`src/rtl/vit_pkg.sv`:
```
package vit_pkg;
  localparam int CONSTRAINT_LEN = 3;
  localparam int NUM_STATES     = 1 << (CONSTRAINT_LEN - 1);
  localparam int SYM_W          = 2;

  typedef logic [SYM_W-1:0]          sym_t;
  typedef logic [CONSTRAINT_LEN-2:0] state_t;

  typedef enum logic [1:0] {
    PH_COLLECT = 2'd0,
    PH_TRACE   = 2'd1,
    PH_EMIT    = 2'd2
  } phase_t;

  // Symbol expected when leaving state 'pred' with input bit 'u'.
  // pred = {prev1, prev2}; bit1 from taps 111, bit0 from taps 101.
  function automatic sym_t branch_label(input state_t pred, input logic u);
    return {u ^ pred[1] ^ pred[0], u ^ pred[0]};
  endfunction

  // Hamming distance of two 2-bit symbols.
  function automatic logic [1:0] hamming2(input sym_t a, input sym_t b);
    sym_t d;
    d = a ^ b;
    return {1'b0, d[1]} + {1'b0, d[0]};
  endfunction
endpackage

```
`src/rtl/vit_acs_array.sv`:
```
module vit_acs_array
  import vit_pkg::*;
#(
  parameter int PM_W = 6
) (
  input  logic                  clk,
  input  logic                  rst_n,
  input  logic                  init,
  input  logic                  step,
  input  sym_t                  sym,
  output logic [NUM_STATES-1:0] decisions
);
  localparam logic [PM_W-1:0] PM_MAX = '1;

  function automatic logic [PM_W-1:0] sat_add(input logic [PM_W-1:0] pm,
                                               input logic [1:0] bm);
    logic [PM_W:0] s;
    s = {1'b0, pm} + {{(PM_W-1){1'b0}}, bm};
    return s[PM_W] ? PM_MAX : s[PM_W-1:0];
  endfunction

  logic [PM_W-1:0] pm    [NUM_STATES];
  logic [PM_W-1:0] pm_nx [NUM_STATES];
  logic [PM_W-1:0] min_pm;

  for (genvar s = 0; s < NUM_STATES; s++) begin : g_state
    localparam state_t NS   = state_t'(s);
    localparam state_t P_UP = {NS[0], 1'b0};
    localparam state_t P_LO = {NS[0], 1'b1};
    logic [PM_W-1:0] sum_up, sum_lo;
    assign sum_up       = sat_add(pm[P_UP], hamming2(sym, branch_label(P_UP, NS[1])));
    assign sum_lo       = sat_add(pm[P_LO], hamming2(sym, branch_label(P_LO, NS[1])));
    assign decisions[s] = (sum_lo < sum_up);
    assign pm_nx[s]     = decisions[s] ? sum_lo : sum_up;
  end

  always_ff @(posedge clk) begin
    if (!rst_n || init) begin
      for (int i = 0; i < NUM_STATES; i++) pm[i] <= (i == 0) ? '0 : PM_MAX;
    end else if (step) begin
      for (int i = 0; i < NUM_STATES; i++) pm[i] <= pm_nx[i];
    end
  end

  always_comb begin
    min_pm = pm[0];
    for (int i = 1; i < NUM_STATES; i++) if (pm[i] < min_pm) min_pm = pm[i];
  end

  assert_init_metrics_R4: assert property (@(posedge clk) disable iff (!rst_n)
    init |=> (pm[0] == '0 && pm[1] == PM_MAX && pm[2] == PM_MAX && pm[3] == PM_MAX));

  assert_min_monotone_R3: assert property (@(posedge clk) disable iff (!rst_n)
    step |=> (min_pm >= $past(min_pm)));
endmodule

```
`src/rtl/vit_surv_mem.sv`:
```
module vit_surv_mem
  import vit_pkg::*;
#(
  parameter int DEPTH  = 16,
  parameter int ADDR_W = $clog2(DEPTH)
) (
  input  logic                  clk,
  input  logic                  we,
  input  logic [ADDR_W-1:0]     waddr,
  input  logic [NUM_STATES-1:0] wdata,
  input  logic [ADDR_W-1:0]     raddr,
  output logic [NUM_STATES-1:0] rdata
);
  logic [NUM_STATES-1:0] mem [DEPTH];

  always_ff @(posedge clk) begin
    if (we) mem[waddr] <= wdata;
  end

  assign rdata = mem[raddr];
endmodule

```
`src/rtl/vit_traceback.sv`:
```
module vit_traceback
  import vit_pkg::*;
#(
  parameter int BLOCK_LEN = 16,
  parameter int ADDR_W    = $clog2(BLOCK_LEN)
) (
  input  logic                  clk,
  input  logic                  rst_n,
  input  logic                  start,
  output logic [ADDR_W-1:0]     rd_addr,
  input  logic [NUM_STATES-1:0] rd_data,
  output logic                  busy,
  output logic                  last_step,
  output logic [BLOCK_LEN-1:0]  bits
);
  logic [ADDR_W-1:0] tcnt;
  state_t            tstate;
  logic              surv_bit;
  state_t            trace_pred;

  assign rd_addr    = tcnt;
  assign surv_bit   = rd_data[tstate];
  assign trace_pred = {tstate[0], surv_bit};
  assign last_step  = busy && (tcnt == '0);

  always_ff @(posedge clk) begin
    if (!rst_n) begin
      busy   <= 1'b0;
      tcnt   <= '0;
      tstate <= '0;
      bits   <= '0;
    end else if (start) begin
      busy   <= 1'b1;
      tcnt   <= ADDR_W'(BLOCK_LEN - 1);
      tstate <= '0;
    end else if (busy) begin
      bits[tcnt] <= tstate[1];
      tstate     <= trace_pred;
      if (tcnt == '0) busy <= 1'b0;
      else            tcnt <= tcnt - ADDR_W'(1);
    end
  end

  assert_trace_start_zero_R6: assert property (@(posedge clk) disable iff (!rst_n)
    start |=> (busy && tstate == '0 && tcnt == ADDR_W'(BLOCK_LEN - 1)));

  assert_trace_countdown_R6: assert property (@(posedge clk) disable iff (!rst_n)
    (busy && tcnt != '0) |=> (busy && tcnt == $past(tcnt) - ADDR_W'(1)));
endmodule

```
`src/rtl/vit_decoder.sv`:
```
module vit_decoder
  import vit_pkg::*;
#(
  parameter int BLOCK_LEN = 16,
  parameter int PM_W      = 6
) (
  input  logic       clk,
  input  logic       rst_n,
  input  logic       in_valid,
  output logic       in_ready,
  input  logic [1:0] in_sym,
  output logic       out_valid,
  input  logic       out_ready,
  output logic       out_bit
);
  localparam int TAIL_LEN  = CONSTRAINT_LEN - 1;
  localparam int DATA_BITS = BLOCK_LEN - TAIL_LEN;
  localparam int ADDR_W    = $clog2(BLOCK_LEN);
  localparam int OUT_W     = (DATA_BITS > 1) ? $clog2(DATA_BITS) : 1;

  phase_t                phase;
  logic [ADDR_W-1:0]     stage_cnt;
  logic [OUT_W-1:0]      out_cnt;

  // named internal events
  logic                  sym_accept;
  logic                  block_full;
  logic                  emit_fire;
  logic                  emit_last;
  logic                  metrics_init;

  logic [NUM_STATES-1:0] decisions;
  logic [ADDR_W-1:0]     tb_addr;
  logic [NUM_STATES-1:0] tb_data;
  logic                  tb_busy;
  logic                  tb_last_step;
  logic [BLOCK_LEN-1:0]  tb_bits;

  assign in_ready     = (phase == PH_COLLECT);
  assign out_valid    = (phase == PH_EMIT);
  assign sym_accept   = in_valid && in_ready;
  assign block_full   = sym_accept && (stage_cnt == ADDR_W'(BLOCK_LEN - 1));
  assign emit_fire    = out_valid && out_ready;
  assign emit_last    = emit_fire && (out_cnt == OUT_W'(DATA_BITS - 1));
  assign metrics_init = emit_last;
  assign out_bit      = tb_bits[out_cnt];

  vit_acs_array #(.PM_W(PM_W)) u_acs (
    .clk       (clk),
    .rst_n     (rst_n),
    .init      (metrics_init),
    .step      (sym_accept),
    .sym       (in_sym),
    .decisions (decisions)
  );

  vit_surv_mem #(.DEPTH(BLOCK_LEN), .ADDR_W(ADDR_W)) u_surv (
    .clk   (clk),
    .we    (sym_accept),
    .waddr (stage_cnt),
    .wdata (decisions),
    .raddr (tb_addr),
    .rdata (tb_data)
  );

  vit_traceback #(.BLOCK_LEN(BLOCK_LEN), .ADDR_W(ADDR_W)) u_tb (
    .clk       (clk),
    .rst_n     (rst_n),
    .start     (block_full),
    .rd_addr   (tb_addr),
    .rd_data   (tb_data),
    .busy      (tb_busy),
    .last_step (tb_last_step),
    .bits      (tb_bits)
  );

  always_ff @(posedge clk) begin
    if (!rst_n) begin
      phase     <= PH_COLLECT;
      stage_cnt <= '0;
      out_cnt   <= '0;
    end else begin
      case (phase)
        PH_COLLECT: if (sym_accept) begin
          if (block_full) begin
            stage_cnt <= '0;
            phase     <= PH_TRACE;
          end else begin
            stage_cnt <= stage_cnt + ADDR_W'(1);
          end
        end
        PH_TRACE: if (tb_last_step) begin
          out_cnt <= '0;
          phase   <= PH_EMIT;
        end
        PH_EMIT: if (emit_fire) begin
          if (emit_last) phase <= PH_COLLECT;
          else           out_cnt <= out_cnt + OUT_W'(1);
        end
        default: phase <= PH_COLLECT;
      endcase
    end
  end

  assert_ready_valid_exclusive_R8: assert property (@(posedge clk) disable iff (!rst_n)
    !(in_ready && out_valid));

  assert_out_hold_R9: assert property (@(posedge clk) disable iff (!rst_n)
    (out_valid && !out_ready) |=> (out_valid && $stable(out_bit)));

  assert_emit_after_trace_R6: assert property (@(posedge clk) disable iff (!rst_n)
    $rose(out_valid) |-> ($past(tb_last_step) && !tb_busy));
endmodule

```
`config.mk`:
```
export PLATFORM = sky130hd
export DESIGN_NAME = vit_decoder
export DESIGN_NICKNAME = d
export VERILOG_FILES = /design/src/rtl/vit_pkg.sv /design/src/rtl/vit_acs_array.sv /design/src/rtl/vit_surv_mem.sv /design/src/rtl/vit_traceback.sv /design/src/rtl/vit_decoder.sv
export SDC_FILE = /design/constraint.sdc
export NUM_CORES = 1
export LEC_CHECK = 0
export BUFFER_PORTS_ARGS = -buffer_cell sky130_fd_sc_hd__buf_2
export CORE_ASPECT_RATIO = 0.8
export CORE_MARGIN = 5
export CORE_UTILIZATION = 65
export CTS_BUF_LIST = sky130_fd_sc_hd__clkbuf_4
export DETAILED_ROUTE_END_ITERATION = 6
export PLACE_DENSITY_LB_ADDON = 0.3
export SYNTH_ARGS = -nofsm -noshare
export SYNTH_HDL_FRONTEND = slang
export SYNTH_SLANG_ARGS = --single-unit
export TNS_END_PERCENT = 20
```
`constraint.sdc`:
```
create_clock -name clk -period 10.4 [get_ports clk]
set_clock_uncertainty 0.2 [all_clocks]
set_input_delay 2.6 -clock clk [delete_from_list [all_inputs] [get_ports clk]]
set_output_delay 2.6 -clock clk [all_outputs]
set_load 0.005 [all_outputs]
```
Yosys cells after proc, flatten, opt, wreduce, memory -nomap -nowiden:

Memories as Yosys holds them, arrays and structs flattened. A register that Yosys moved wholly into a read port is not among the register bits.
Index checks and enable logic that the tools add are counted.

* muxes and demuxes: 48
* $lt $le $gt $ge: 8
* add/sub/neg operators: 15
* reduce and logical (&&, ||, !) cells: 18
* bitwise operators: 9
* equality and inequality tests: 11

Operators with widths (count)
* $mux W6: 16
* $add A6 B2 Y7: 8
* $mux W4: 9
* $lt A6 B6 Y1: 4
* $bwmux W16: 1
* $mux W1: 12
* $lt A4 B5 Y1 const B: 2
* $mux W2: 5
* $add A1 B1 Y2: 4
* $add A4 B1 Y4 const B: 2
* $eq A4 B4 Y1 const B: 2
* $ne A2 B1 Y1 const B: 4
* $pmux W4 S2: 1
* $logic_and A1 B1 Y1: 6
* $ne A2 B2 Y1 const B: 3
* $pmux W2 S3: 1
* $reduce_and A2 Y1: 3
* $reduce_and A5 Y1: 1
* $bmux W1 S4: 1
* $demux W1 S4: 1
* $ge A4 B1 Y1 const B: 1
* $logic_not A4 Y1: 1
* $not A1 Y1: 4
* $or A1 B1 Y1: 4
* other kinds (12): 13

* word-level logic and storage cells: 118
* memories: 2
* bits of input ports: 6
* bits in writable memories: 88
* output and inout port bits: 3
* flip-flop bits (word level): 33

Memory list
* u_surv.mem: depth 16, bits a word 4, read ports 1, clocked after memory_dff 1, wr ports 1, line vit_surv_mem.sv:14 `logic [NUM_STATES-1:0] mem [DEPTH];`
* u_acs.pm: depth 4, bits a word 6, read ports 4, clocked after memory_dff 0, wr ports 4, line vit_acs_array.sv:22 `logic [PM_W-1:0] pm [NUM_STATES];`

Depth between registers and ports, before layout:

Gate-level depths: netlist of run 1.

* depth after elaboration: 7
* gate-level depth with buffers: 16
* gate-level depth less buffers: 16

Hierarchy:

A second synthesis of run 1 with hierarchy kept.

* cells, all modules: 659
* area total of the unflattened synthesis: 7322.0 um^2

Modules (own cells, without submodules)
* vit_acs_array: instances 1, cells an instance 356, seq. area each 720.7 um^2, area an instance 3026.7 um^2
* vit_surv_mem: instances 1, cells an instance 126, seq. area each 1921.8 um^2, area an instance 2586.2 um^2
* vit_traceback: instances 1, cells an instance 107, seq. area each 460.4 um^2, area an instance 1059.8 um^2
* vit_decoder: instances 1, cells an instance 70, seq. area each 200.2 um^2, area an instance 649.4 um^2

Least setup slack after synthesis of run 1:

No wires, ideal clock.

* path type: input to register
* start: input in_sym[0]
* end: memory u_acs.pm[3][0], data pin
* stages on the path: 14
* path slack: 4.248 ns
* path buffers: 0
* arrival: 5.677 ns
* library setup time: 0.275 ns
* cells stage by stage: inv_1 ha_1 inv_1 ha_1 nor2b_1 o21ai_0 a21boi_0 mux2_2 ha_1 a21o_1 a21o_1 a221o_1 a31oi_4 mux2i_1

RTL lines
* from (decl): line vit_decoder.sv:11 `input logic [1:0] in_sym,`
* to (decl): line vit_acs_array.sv:22

==> results of run 1 <==
cell families after synthesis:
family	count (synthesis)	synth area share (%)
AO/OA/AOI/OAI	111	11.4
XOR/XNOR	32	3.88
adder cells (fa/ha/maj)	47	7.93
buffers and inverters	42	2.55
flip-flops	125	45.6
multiplexers	72	13.6
AND/OR/NAND/NOR	213	15.1
through the flow:
stage	power (mW)	area [sq um]	hold slack, ns
after floorplan	1.07	7420	0.280
after global placement	1.16	7530	0.296
after detailed placement	1.20	7530	0.307
after CTS	1.56	7840	0.334
after global routing	1.65	7840	0.366
final	1.57	7840	0.328
worst min-delay path, cell delays in order (launching register included):
cell,delay [ns]
dfxtp_1,0.34
mux2i_1,0.07
nor2b_1,0.09
path summary, 6_finish.rpt:
path,startpoint,endpoint,slack [ns],depth (start not counted)
worst max-delay path,in_sym[0],u_acs.pm[2][4]$_SDFFCE_PN1P_,3.95,15
worst min-delay path,u_tb.bits[7]$_SDFFE_PN0P_,u_tb.bits[7]$_SDFFE_PN0P_,0.33,2
worst max register to register,u_acs.pm[1][0]$_SDFFCE_PN1P_,u_acs.pm[2][4]$_SDFFCE_PN1P_,6.25,12
worst min register to register,u_tb.bits[7]$_SDFFE_PN0P_,u_tb.bits[7]$_SDFFE_PN0P_,0.33,2
cells in the final DEF, fill, tap and decap left out, types with 21 or more instances in the layout:
| master | n |
|---|---|
| mux4_2 | 22 |
| dfxtp_1 | 37 |
| mux2i_1 | 40 |
| nand4_1 | 21 |
| edfxtp_1 | 88 |
| nand2_1 | 42 |
| nor2_1 | 44 |
| a21oi_1 | 21 |
| nor2b_1 | 31 |
| ha_1 | 47 |
where the power goes:
group	total [mW]	internal [mW]	switching, mW
clock network	0.374	0.190	0.184
registers	0.657	0.626	0.0310
logic	0.541	0.211	0.330
cells in the mapped netlist, types with 4 or more instances:
cell type,instances
mux4_2,22
and2_1,10
nand3b_1,9
nand3_1,9
inv_1,14
edfxtp_1,88
nor3_1,13
dfxtp_1,37
ha_1,47
nor2_1,44
a31oi_1,4
xor2_1,16
clkbuf_1,15
o211ai_1,8
mux2i_1,40
a21oi_1,21
a21o_1,16
and3_1,6
nand2b_1,11
xnor2_1,15
buf_2,6
nand2_1,42
mux2_2,10
a21boi_0,10
nand4_1,21
nor2b_1,31
o21ai_0,18
sequential cells by signal, summed over array words and instances, names as in the netlist, named ones only:
name,count
stage_cnt,4
u_acs.pm,24
u_tb.bits,16
u_tb.busy,1
out_cnt,4
u_tb.tstate,2
u_surv.mem,64
phase,2
u_tb.rd_addr,4
routing by layer:
metal  wire length, microns  vias up
met3                   1230       29
met5                      0        -
met2                   7420      218
li1                       -     2420
met1                   7050     2528
met4                    233        0
layout make-up:
cell class | instances | area [sq um]
sequential | 125 | 3380
fill | 776 | 3180
multi-input combinational | 475 | 3850
clock inverter | 14 | 174
tap | 144 | 180
timing repair buffer | 10 | 55.1
clock buffer | 18 | 135
inverter | 15 | 56.3
==> results.json, run 1 <==
{
  "cts_tree": "yes",
  "dp.cells": 769,
  "crit_type": "in2reg",
  "core-area_sq_um": 11000,
  "die_area_sq_um": 13700,
  "grt_overflow_total": 0,
  "fin_crit_sh_pct": 62.0,
  "slowest_delay_ns": 0.76,
  "cts_sinks": 125,
  "dp_slack_ns": 3.50,
  "yosysTopAreaCell": "edfxtp_1",
  "start_util_pct": 67.3,
  "yosysWarnings": 0,
  "wl_per_cell_microns": 19.9,
  "ys_seq_elements": 125,
  "peakVddDrop_v": 0.000163,
  "grtUsageMet1_pct": 34.3,
  "synth_nets": 695,
  "critPathRequiredTime_ns": 10.42,
  "track_usage_pct": 24.2,
  "syn_to_final_growth_pct": 5.60,
  "p_leak_nw": 2.85,
  "grt_pass1_vias": 5174,
  "synth-edff-count": 88,
  "avgSynthCellArea_sq_um": 11.6,
  "worstSetupStartpointType": "input port",
  "critPathCaptureType": "flip-flop",
  "ys_async_sr_fraction_pct": 0,
  "die_h_microns": 106,
  "fin_setup_tns_ns": 0,
  "clockRootBuffer": "clkbuf_4",
  "htreeDepth": 4,
  "clk_path_buf_depth": 2,
  "drtIter0Drc": 501,
  "worstMarginPinSlew_ns": 0.927,
  "cts.repair.resized": 0,
  "rsz0062_at_grt": "false",
  "cp.arrival_ns": 6.47,
  "critPathBufInv": 2,
  "post-route-util_pct": 71.1,
  "worstSkewPairLatency_ns": 0.53,
  "setup_ws_ns": 3.95,
  "grt_use_met3_pct": 4.95,
  "path_max_fanout": 22,
  "synth.distinct_cells": 61,
  "antenna_found_initial": 0,
  "cts_inserted_buffers": 17,
  "dp_hpwl_mm": 11.1,
  "vias": 5195,
  "slew_headroom_pct": 37.7,
  "fin_cells": 801,
  "status": "finished clean",
  "path_delay_family": "compound AO/OA/AOI/OAI gates",
  "synth_ff_type": "edfxtp_1",
  "die_w_microns": 129,
  "worstHoldPathType": "reg2reg",
  "fin_crit_ns": 6.45,
  "viasPerCell": 6.49,
  "grt_start_max_net_pins": 33,
  "ant_nets": 0,
  "drive_gt1_share_pct": 13.7,
  "io_buffers": 8,
  "rows": 34,
  "num-nets-final": 697,
  "drcViolationCount": 0,
  "hold_viol_final": 0,
  "ys_seq_area_share_pct": 45.6,
  "synth_area_sq_um": 7420,
  "drv_cap": 0,
  "post_cts_buffers": 0,
  "finalSetupViolations": 0,
  "ctsHoldBuffers": 0,
  "synth_cells": 642,
  "synth.area.top_cells": "edfxtp_1 36%, dfxtp_1 10%, ha_1 7.9%",
  "top_usage_layer": "met2",
  "insertedDiodeCount": 0,
  "p_per_area_nw_per_um2": 201,
  "clk_pin_slew_ns": 0.12,
  "slew_viol_final": 0,
  "synth_top_area_share_pct": 35.6,
  "drt-total-wl_mm": 15.9,
  "place_congestion": 0.896,
  "dr.pass1.iters": 5,
  "ios": 9,
  "grt_pass1_wl_mm": 26.0,
  "max_freq_ghz": 0.155,
  "crit_slowest_cell": "o31a_1",
  "grt_use_met2_pct": 38.3,
  "crit_path_cell_trace": "buf_2, inv_1, ha_1, ha_1, nor2b_1, o21ai_0, nand2_1, mux2_2, ha_1, a21o_1, a21o_1, a21o_1, a21oi_1, o31a_1, o211ai_1"
}
(Power assumes the default switching activity.)
==> inputs of run 2 (changes only) <==
Clock period 10.4 ns to 6 ns, I/O delays scaled along.
==> run 2 against run 1 <==
Compared with the run above:
- setup slack worse by 3.0 ns
- count of clock-buffer cells in the layout up 5
- sequential cell count unchanged
- combinational power up 72%
- global-route usage up 0.28 points
- worst hold slack better by 0.0037 ns
- highest routed layer unchanged
- sequential share of layout area up 0.27 points
- routed wire length up 1.8%
- power up 65%
==> results.json, run 2 (synthesis results as in run 1) <==
{
  "layout_commonest_cell": "edfxtp_1",
  "track_usage_pct": 24.5,
  "num-nets-final": 699,
  "crit_path_cell_trace": "buf_2, inv_1, ha_1, ha_1, nor2b_1, o21ai_0, nand2_1, mux2_2, ha_1, a21o_1, a21o_1, a21o_1, a21oi_1, o31a_1, mux2i_1",
  "grt_start_max_net_pins": 33,
  "largest_register_ffs": 64,
  "die_area_sq_um": 13700,
  "p_per_area_nw_per_um2": 334,
  "vias": 5164,
  "drcViolationCount": 0,
  "crit_type": "in2reg",
  "drt-total-wl_mm": 16.2,
  "dp_slack_ns": 0.418,
  "fin_crit_ns": 5.09,
  "antenna_found_initial": 0,
  "regArea_sq_um": 3380,
  "drv_cap": 0,
  "die_h_microns": 106,
  "worstHoldPathType": "reg2reg",
  "viasPerCell": 6.43,
  "path_max_fanout": 7,
  "post-route-cell-area_sq_um": 7790,
  "insertedDiodeCount": 0,
  "clockRootBuffer": "clkbuf_4",
  "top_regs": "u_surv.mem: 64 flops, u_acs.pm: 24 flops, u_tb.bits: 16 flops",
  "htreeDepth": 4,
  "dp.cells": 771,
  "clk_pin_slew_ns": 0.11,
  "multi_input_comb_area_sq_um": 3850,
  "critPathBufInv": 2,
  "slew_viol_final": 0,
  "grt_pass1_vias": 4959,
  "ant_nets": 0,
  "path_delay_family": "compound AO/OA/AOI/OAI gates",
  "r2r_slack_ns": 2.10,
  "critPathRequiredTime_ns": 6.12,
  "fin_cells": 803,
  "worstSetupStartpointType": "input port",
  "finalSetupViolations": 0,
  "status": "finished clean",
  "ios": 9,
  "cts.repair.resized": 0,
  "place_congestion": 0.978,
  "p_leak_nw": 2.84,
  "post_cts_buffers": 0,
  "peakVddDrop_v": 0.000198,
  "post-route-util_pct": 70.7,
  "clk_path_buf_depth": 2,
  "start_util_pct": 67.3,
  "fin_crit_sh_pct": 84.9,
  "core-area_sq_um": 11000,
  "grt_pass1_wl_mm": 25.9,
  "slowest_delay_ns": 0.44,
  "cts_sinks": 125,
  "final_cell_mix": "88 x edfxtp_1, 47 x ha_1, 44 x nor2_1, 42 x nand2_1, 40 x mux2i_1",
  "syn_to_final_growth_pct": 4.94,
  "dr.pass1.iters": 5,
  "fillers": 778,
  "max_freq_ghz": 0.196,
  "place_area_sq_um": 7540,
  "rows": 34,
  "cp.arrival_ns": 5.21,
  "critPathCaptureType": "flip-flop",
  "top_register": "u_surv.mem",
  "grt_overflow_total": 0,
  "cts_tree": "yes",
  "cts_inserted_buffers": 17,
  "hold_viol_final": 0,
  "drive_gt1_share_pct": 14.4,
  "drtIter0Drc": 484,
  "die_w_microns": 129,
  "io_buffers": 8,
  "dp_hpwl_mm": 11.7,
  "rsz0062_at_grt": "false",
  "wl_per_cell_microns": 20.2,
  "worstMarginPinSlew_ns": 1.01,
  "slew_headroom_pct": 32.5,
  "ctsHoldBuffers": 0,
  "fin_setup_tns_ns": 0,
  "crit_slowest_cell": "o31a_1",
  "setup_ws_ns": 0.909,
  "worstSkewPairLatency_ns": 0.52
}
run 2: cell count changes in the layout (fill, tap and decap cells not counted), moves of 2 or more:
cell / change
buf_4: +2
clkinv_1: -3
clkinv_2: +2
bufinv_16: -3
clkbuf_4: +5
run 2: where the power goes:
part / leakage, nW / internal (mW) / switching, mW / total, mW
clock: 0.146 / 0.229 / 0.298 / 0.526
combinational: 1.60 / 0.376 / 0.556 / 0.932
sequential: 1.09 / 1.08 / 0.0584 / 1.14
run 2: layout make-up:
class | instances | area share [%]
multi-input cells | 475 | 49.5
repair buffers | 12 | 0.900
inverters | 15 | 0.723
clock inverters | 9 | 0.932
flip-flops and latches | 125 | 43.5
well taps | 144 | 2.31
clock buffers | 23 | 2.22
run 2: worst paths after layout:
check / depth (start not counted) / startpoint / endpoint
max: 15 / in_sym[0] / u_acs.pm[2][3]$_SDFFCE_PN1P_
max reg2reg: 12 / u_acs.pm[1][0]$_SDFFCE_PN1P_ / u_acs.pm[2][3]$_SDFFCE_PN1P_
min: 2 / u_tb.bits[7]$_SDFFE_PN0P_ / u_tb.bits[7]$_SDFFE_PN0P_
min reg2reg: 2 / u_tb.bits[7]$_SDFFE_PN0P_ / u_tb.bits[7]$_SDFFE_PN0P_
run 2: stage by stage:
stage,power [mW],hold slack [ns]
after detailed placement,2.07,0.309
final,2.60,0.332
after global routing,2.73,0.365
after floorplan,1.85,0.280
after CTS,2.58,0.336
after global placement,2.02,0.296
run 2: tightest hold or removal path: stages (launching register included):
cell and delay, ns:
dfxtp_1 0.34, mux2i_1 0.07, nor2b_1 0.10
run 2: routing by layer:
| layer | share of wire (%) | GRT usage [%] | up-vias |
|---|---|---|---|
| met3 | 6.7 | 6.07 | 20 |
| met4 | 1.2 | 5.71 | 0 |
| met2 | 46 | 36.3 | 226 |
| li1 | - | - | 2428 |
| met1 | 47 | 36.7 | 2490 |
| met5 | 0 | 0 | - |
